## src/rtl/etx_pkg.sv

```systemverilog
package etx_pkg;

    localparam int ELEM_MAX_BYTES = 8;
    localparam int ELEM_W         = ELEM_MAX_BYTES * 8;

    typedef enum logic [2:0] {
        ES_8  = 3'd0,
        ES_16 = 3'd1,
        ES_24 = 3'd2,
        ES_32 = 3'd3,
        ES_64 = 3'd4
    } esize_e;

    // Bytes per element; zero marks a reserved code.
    function automatic logic [3:0] esize_bytes(input logic [2:0] code);
        case (code)
            ES_8:    return 4'd1;
            ES_16:   return 4'd2;
            ES_24:   return 4'd3;
            ES_32:   return 4'd4;
            ES_64:   return 4'd8;
            default: return 4'd0;
        endcase
    endfunction

endpackage

```

## src/rtl/etx_bytebuf.sv

```systemverilog
module etx_bytebuf #(
    parameter int DEPTH = 64,
    parameter int PTR_W = $clog2(DEPTH),
    parameter int CNT_W = $clog2(DEPTH + 1)
) (
    input  logic                      clk,
    input  logic                      rst_n,
    input  logic                      push,
    input  logic [7:0]                push_byte,
    input  logic                      pop,
    input  logic [3:0]                pop_n,
    output logic [CNT_W-1:0]          count,
    output logic [etx_pkg::ELEM_W-1:0] peek
);
    typedef struct packed {
        logic [PTR_W-1:0] wptr;
        logic [PTR_W-1:0] rptr;
        logic [CNT_W-1:0] cnt;
    } bstate_t;

    bstate_t    s_d, s_q;
    logic [7:0] mem_q [DEPTH];

    always_comb begin
        s_d = s_q;
        if (push) s_d.wptr = s_q.wptr + PTR_W'(1);
        if (pop)  s_d.rptr = s_q.rptr + PTR_W'(pop_n);
        s_d.cnt = s_q.cnt + CNT_W'(push) - (pop ? CNT_W'(pop_n) : CNT_W'(0));
    end

    always_ff @(posedge clk or negedge rst_n) begin
        if (!rst_n) s_q <= '0;
        else        s_q <= s_d;
    end

    always_ff @(posedge clk) begin
        if (push) mem_q[s_q.wptr] <= push_byte;
    end

    for (genvar k = 0; k < etx_pkg::ELEM_MAX_BYTES; k++) begin : g_peek
        assign peek[k*8 +: 8] = mem_q[PTR_W'(s_q.rptr + PTR_W'(k))];
    end

    assign count = s_q.cnt;


    no_overflow_chk: assert property (@(posedge clk) disable iff (!rst_n)
        s_q.cnt <= CNT_W'(DEPTH));


    no_underflow_chk: assert property (@(posedge clk) disable iff (!rst_n)
        pop |-> (s_q.cnt >= CNT_W'(pop_n)));

endmodule

```

## src/rtl/etx_sizer.sv

```systemverilog
module etx_sizer #(
    parameter int BUS_BYTES = 4
) (
    input  logic [2:0] esize,
    input  logic       acc32,
    output logic [3:0] elem_bytes,
    output logic [3:0] xfer_bytes,
    output logic       reserved
);
    localparam bit NARROW_PORT = (BUS_BYTES == 4);

    always_comb begin
        elem_bytes = etx_pkg::esize_bytes(esize);
        reserved   = (elem_bytes == 4'd0);
        xfer_bytes = (acc32 && NARROW_PORT) ? 4'd4 : elem_bytes;
    end

endmodule

```

## src/rtl/etx_seq.sv

```systemverilog
module etx_seq #(
    parameter int IDX_W    = 4,
    parameter int LIST_MAX = 4,
    parameter int Y_W      = 12,
    parameter int CNT_W    = 7,
    parameter int LIST_AW  = $clog2(LIST_MAX)
) (
    input  logic                      clk,
    input  logic                      rst_n,
    input  logic                      cfg_list_mode,
    input  logic [Y_W-1:0]            cfg_y,
    input  logic [IDX_W-1:0]          cfg_fifo,
    input  logic [LIST_AW-1:0]        cfg_list_last,
    input  logic [LIST_MAX*IDX_W-1:0] cfg_list,
    input  logic [3:0]                elem_bytes,
    input  logic                      reserved,
    input  logic [CNT_W-1:0]          buf_count,
    input  logic                      ev_req,
    output logic                      ev_ack,
    output logic                      wr_valid,
    input  logic                      wr_ready,
    output logic                      wr_fire,
    output logic [IDX_W-1:0]          wr_fifo,
    output logic                      st_in_event,
    output logic                      st_xdata,
    output logic [15:0]               st_remain,
    output logic                      st_cfg_err
);
    typedef struct packed {
        logic               inev;
        logic               err;
        logic [15:0]        remain;
        logic [LIST_AW-1:0] lidx;
    } sstate_t;

    sstate_t     s_d, s_q;
    logic [15:0] total;
    logic [19:0] need;
    logic        err_now;

    always_comb begin
        total    = cfg_list_mode ? 16'(cfg_y) * (16'(cfg_list_last) + 16'd1)
                                 : 16'(cfg_y);
        need     = 20'(total) * 20'(elem_bytes);
        st_xdata = (20'(buf_count) >= need);
        err_now  = s_q.err | reserved;
        ev_ack   = !s_q.inev && ev_req && st_xdata && !err_now;
        wr_valid = s_q.inev && !s_q.err;
        wr_fire  = wr_valid && wr_ready;

        s_d     = s_q;
        s_d.err = err_now;
        if (err_now) begin
            s_d.inev   = 1'b0;
            s_d.remain = '0;
        end else if (ev_ack) begin
            s_d.inev   = (total != 16'd0);
            s_d.remain = total;
            s_d.lidx   = '0;
        end else if (wr_fire) begin
            s_d.remain = s_q.remain - 16'd1;
            s_d.lidx   = (!cfg_list_mode || s_q.lidx == cfg_list_last)
                         ? '0 : s_q.lidx + LIST_AW'(1);
            if (s_q.remain == 16'd1) s_d.inev = 1'b0;
        end
    end

    always_ff @(posedge clk or negedge rst_n) begin
        if (!rst_n) s_q <= '0;
        else        s_q <= s_d;
    end

    assign wr_fifo     = cfg_list_mode ? cfg_list[s_q.lidx*IDX_W +: IDX_W] : cfg_fifo;
    assign st_in_event = s_q.inev;
    assign st_remain   = s_q.remain;
    assign st_cfg_err  = s_q.err;


    remain_step_chk: assert property (@(posedge clk) disable iff (!rst_n)
        (wr_fire && s_q.remain > 16'd1 && !reserved) |=>
            (st_remain == $past(s_q.remain) - 16'd1) && st_in_event);


    ack_start_chk: assert property (@(posedge clk) disable iff (!rst_n)
        (ev_ack && total != 16'd0) |=> st_in_event && (st_remain == $past(total)));


    err_sticky_chk: assert property (@(posedge clk) disable iff (!rst_n)
        st_cfg_err |=> st_cfg_err);


    list_idx_chk: assert property (@(posedge clk) disable iff (!rst_n)
        (s_q.inev && cfg_list_mode) |-> (s_q.lidx <= cfg_list_last));

endmodule

```

## src/rtl/etx_fifo_writer.sv

```systemverilog
module etx_fifo_writer #(
    parameter int BUF_BYTES = 64,
    parameter int BUS_BYTES = 4,
    parameter int IDX_W     = 4,
    parameter int LIST_MAX  = 4,
    parameter int Y_W       = 12,
    parameter int LIST_AW   = $clog2(LIST_MAX)
) (
    input  logic                      clk,
    input  logic                      rst_n,
    input  logic                      in_valid,
    output logic                      in_ready,
    input  logic [7:0]                in_byte,
    input  logic                      ev_req,
    output logic                      ev_ack,
    input  logic                      cfg_list_mode,
    input  logic [2:0]                cfg_esize,
    input  logic                      cfg_acc32,
    input  logic [Y_W-1:0]            cfg_y,
    input  logic [IDX_W-1:0]          cfg_fifo,
    input  logic [LIST_AW-1:0]        cfg_list_last,
    input  logic [LIST_MAX*IDX_W-1:0] cfg_list,
    output logic                      wr_valid,
    input  logic                      wr_ready,
    output logic [63:0]               wr_data,
    output logic [3:0]                wr_size,
    output logic [IDX_W-1:0]          wr_fifo,
    output logic                      st_in_event,
    output logic                      st_data,
    output logic                      st_xdata,
    output logic [15:0]               st_remain,
    output logic                      st_cfg_err
);
    localparam int CNT_W = $clog2(BUF_BYTES + 1);

    logic [CNT_W-1:0]           count;
    logic [etx_pkg::ELEM_W-1:0] peek;
    logic [3:0]                 elem_bytes;
    logic                       reserved;
    logic                       wr_fire;
    logic                       push;

    assign push     = in_valid && in_ready;
    assign in_ready = (count != CNT_W'(BUF_BYTES));
    assign st_data  = (count != '0);

    etx_bytebuf #(.DEPTH(BUF_BYTES)) u_buf (
        .clk       (clk),
        .rst_n     (rst_n),
        .push      (push),
        .push_byte (in_byte),
        .pop       (wr_fire),
        .pop_n     (elem_bytes),
        .count     (count),
        .peek      (peek)
    );

    etx_sizer #(.BUS_BYTES(BUS_BYTES)) u_size (
        .esize      (cfg_esize),
        .acc32      (cfg_acc32),
        .elem_bytes (elem_bytes),
        .xfer_bytes (wr_size),
        .reserved   (reserved)
    );

    etx_seq #(
        .IDX_W(IDX_W), .LIST_MAX(LIST_MAX), .Y_W(Y_W), .CNT_W(CNT_W)
    ) u_seq (
        .clk           (clk),
        .rst_n         (rst_n),
        .cfg_list_mode (cfg_list_mode),
        .cfg_y         (cfg_y),
        .cfg_fifo      (cfg_fifo),
        .cfg_list_last (cfg_list_last),
        .cfg_list      (cfg_list),
        .elem_bytes    (elem_bytes),
        .reserved      (reserved),
        .buf_count     (count),
        .ev_req        (ev_req),
        .ev_ack        (ev_ack),
        .wr_valid      (wr_valid),
        .wr_ready      (wr_ready),
        .wr_fire       (wr_fire),
        .wr_fifo       (wr_fifo),
        .st_in_event   (st_in_event),
        .st_xdata      (st_xdata),
        .st_remain     (st_remain),
        .st_cfg_err    (st_cfg_err)
    );

    for (genvar k = 0; k < etx_pkg::ELEM_MAX_BYTES; k++) begin : g_pack
        assign wr_data[k*8 +: 8] = (4'(k) < elem_bytes) ? peek[k*8 +: 8] : 8'h00;
    end


    in_ready_full_chk: assert property (@(posedge clk) disable iff (!rst_n)
        (!in_ready && !wr_fire) |=> !in_ready);

endmodule

```

## config.mk

```make
export PLATFORM = sky130hd
export DESIGN_NAME = etx_fifo_writer
export DESIGN_NICKNAME = d
export VERILOG_FILES = /design/src/rtl/etx_pkg.sv /design/src/rtl/etx_bytebuf.sv /design/src/rtl/etx_sizer.sv /design/src/rtl/etx_seq.sv /design/src/rtl/etx_fifo_writer.sv
export SDC_FILE = /design/constraint.sdc
export NUM_CORES = 2
export LEC_CHECK = 0
export BUFFER_PORTS_ARGS = -buffer_cell sky130_fd_sc_hd__buf_2
export CAP_MARGIN = 20
export CORE_MARGIN = 2
export CORE_UTILIZATION = 34
export DETAILED_ROUTE_END_ITERATION = 10
export PLACE_DENSITY = 0.61
export REMOVE_ABC_BUFFERS = 1
export SYNTH_ARGS = -nofsm -noshare
export SYNTH_HDL_FRONTEND = slang
export SYNTH_SLANG_ARGS = --single-unit
export TNS_END_PERCENT = 30
```

## constraint.sdc

```tcl
create_clock -name clk -period 10.61 [get_ports clk]
set_clock_uncertainty 0.15 [all_clocks]
set_input_delay 1.5915 -clock clk [delete_from_list [all_inputs] [get_ports clk]]
set_output_delay 1.5915 -clock clk [all_outputs]
set_load 0.005 [all_outputs]
```

==> flow_summary.toml <==
[status]
status = "complete, no violations"

[die]
chipHeight_um = 358.6
die_w_um = 358.6
num_io_pins = 147
die_area_sq_mm = 0.1286
start_util_pct = 34.13
rows = 130
core_sq_mm = 0.1252

[critical_path]
start_kind = "input pin"
critical-path-max-stage-delay_ns = 0.55
crit_arrival_ns = 8.44
path_class = "input pin to output port"
crit_path_max_fanout = 14
critPathRequiredTime_ns = 8.87
cp_slowest_cell = "fa_1"
worstSetupEndpointType = "output port"

[layout]
layout.core_utilization_pct = 38.36
nets = 3146
final_cell_mix = "mux4_2, edfxtp_1, nor2_1"
mostFrequentLayoutCell = "mux4_2"
syn_to_final_growth_pct = 12.38
drive_gt1_share_pct = 40.00

[clocking]
cts_setup_buffers = 0
clock_path_buffers = 3
cts.root.buffer_cell = "clkbuf_16"
hold_buffers = 0
clk_latency_ns = 0.66
numCtsBuffers = 69
ctsHtreeMaxLevel = 3
clock_sinks = 551
clk_pin_slew_worst_paths_ns = 0.06
cts_tree = "yes"

[logic_synthesis]
synth_top_family_by_area = "multiplexers"
ys_types = 75
synth_xor_area_share_pct = 1.229
async_reset_ff_share_pct = 7.078
synth-compound-area-share_pct = 4.782
yosysWarnings = 0
ys_seq_area_share_pct = 38.25
synth-main-ff-cell = "edfxtp_1"
avgSynthCellArea_sq_um = 14.75
synth_fa_ha_area_share_pct = 3.933
synth_seq_cells = 551
muxShareOfSynthArea_pct = 41.59
synth_area_sq_mm = 0.04275
synth_simple_gate_area_share_pct = 6.696
synth_cells = 2898
synth_edf_count = 512

[global_routing]
grt_pass1_wl_um = 215400
antenna_found_initial = 5
grt_pass1_vias = 28750
overflow = 0
grt_usage_pct = 23.82
grt_max_degree = 137

[power_and_ir_drop]
comb_power_share_pct = 20.1
p_sw_mw = 1.837
power.share.clock_pct = 38.2
power.density_mw_per_mm2 = 128.5
leakage_nw = 16.65
peakVddDrop_v = 0.0001339
power_mw = 6.171
power.internal_mw = 4.335
seq_power_share_pct = 41.6
p_sw_share_pct = 29.76

[flow_run]
max_cap_violations = 0

[detailed_routing]
dr.pass1.iters = 8
drc_errors = 0
routed-via-count = 30460
wl_per_cell_um = 32.93
postRouteAntennaNets = 0
drt-initial-drc-count = 4710
avgViaCountPerCell = 6.500
wl_um = 154300

[sta]
fin_crit_sh_pct = 95.95
finalHoldViolCount = 0
max_slew_margin_pct = 17.17
tightest_slew_ns = 1.235
setup_viol = 0
max_freq_mhz = 98.23
fin_tns_setup_ns = 0
finalMaxSlewViolations = 0
min_period_ns = 10.18
rsz0062_at_grt = "false"

[placement]
port-buffer-count = 146
finalWeightedCongestion = 0.9868
hpwl_um = 106600

[worst_hold_path]
holdCritPathClass = "flop to flop"
## sequential cells by signal (all words and copies together) (netlist names)
signal             count
u_buf.mem_q          512
u_seq.st_remain       16
u_seq.s_q              2
u_seq.st_in_event      1
u_buf.s_q             12
u_buf.count            7
u_seq.st_cfg_err       1
## worst max-delay path, delay by kind of cell
kind	cells	cell delay, ns
buf+inv	7	0.69
fa+ha+maj	7	2.85
simple gates	9	1.70
compound gates	6	1.59
## power by group through the flow
stage	Sequential, mW	Clock, mW	Combinational, mW
after floorplan	2.60	0	0.871
after global placement	2.60	0	1.19
after detailed placement	2.61	0	1.21
after CTS	2.57	2.39	1.21
after global routing	2.58	2.47	1.33
final	2.57	2.36	1.24
## routing by layer
layer  vias to the layer above  part of all wire [%]  track usage [%]
li1                      12100                     -                -
met1                     15700                    36            30.50
met2                      2337                    44            35.13
met3                       326                    15            9.970
met4                         0                   5.3            10.90
met5                         -                     0                0
## what timing repair did
| action | 4_1_cts | 5_1_grt |
|---|---|---|
| resized for setup | 0 | 2 |
| setup endpoints to repair | 0 | 1 |
| endpoints found under the hold margin | 0 | 0 |
## per-stage QoR
stage,hold slack [ns],instance area (sq um),cells,setup WS (ns)
2_1_floorplan,0.3091,41610,2639,-15.63
3_3_place_gp,0.3423,45610,4550,0.3286
3_5_place_dp,0.3414,45690,4555,0.2907
4_1_cts,0.3529,47930,4678,0.2301
5_1_grt,0.3837,48040,4685,0.01150
6_report,0.3571,48040,4686,0.4294
## kinds of logic (layout without fill, tap and decap cells)
kind of cell    Yosys count  in the layout
mux                     905            905
simple gates            616            616
flops                   551            551
buf+inv                 356            493
compound gates          299            299
fa+ha+maj               111            111
xor+xnor                 60             60
other cells               0              1
## area by class of cell
| class | instances | area [sq um] |
|---|---|---|
| Multi-Input combinational cell | 1991 | 25160 |
| Fill cell | 11680 | 77200 |
| Clock inverter | 43 | 430.4 |
| Tap cell | 1650 | 2064 |
| Inverter | 97 | 364.1 |
| Antenna cell | 1 | 2.502 |
| Sequential cell | 551 | 16360 |
| Timing Repair Buffer | 273 | 1848 |
| Clock buffer | 80 | 1810 |
## cells in the mapped netlist (all sizes together), types with 9 or more instances
cell type	count	area [sq um]
xnor2	37	324.1
edfxtp	512	15370
clkbuf	126	473.0
or3	9	56.30
buf	133	670.6
inv	94	352.8
a211oi	111	833.3
a21oi	43	219.0
nor3	16	80.08
nand2b	25	156.4
fa	39	780.8
mux2i	115	1151
nor2b	64	400.4
nor2	266	1001
o21ai	70	354.1
and2	16	100.1
mux4	684	15400
ha	72	900.9
a22oi	9	67.56
a21o	14	105.1
xor2	23	201.4
nand3	17	85.08
dfrtp	39	975.9
nand2	150	563.0
mux2	106	1224
## path summary, 6_finish.rpt
| path | startpoint | end | slack [ns] | depth (start not counted) |
|---|---|---|---|---|
| setup / recovery | cfg_list_last[0] | ev_ack | 0.43 | 29 |
| hold / removal | u_buf.s_q[15] | u_buf.s_q[15] | 0.36 | 1 |
| setup reg to reg | u_buf.count[5] | u_buf.mem_q[35][7] | 6.81 | 7 |
| hold reg to reg | u_buf.s_q[15] | u_buf.s_q[15] | 0.36 | 1 |
| max in group asynchronous | rst_n | u_buf.s_q[9] | 8.88 | 2 |
| min in group asynchronous | rst_n | u_seq.st_remain[13] | 0.89 | 2 |
(Power assumes the default switching activity.)
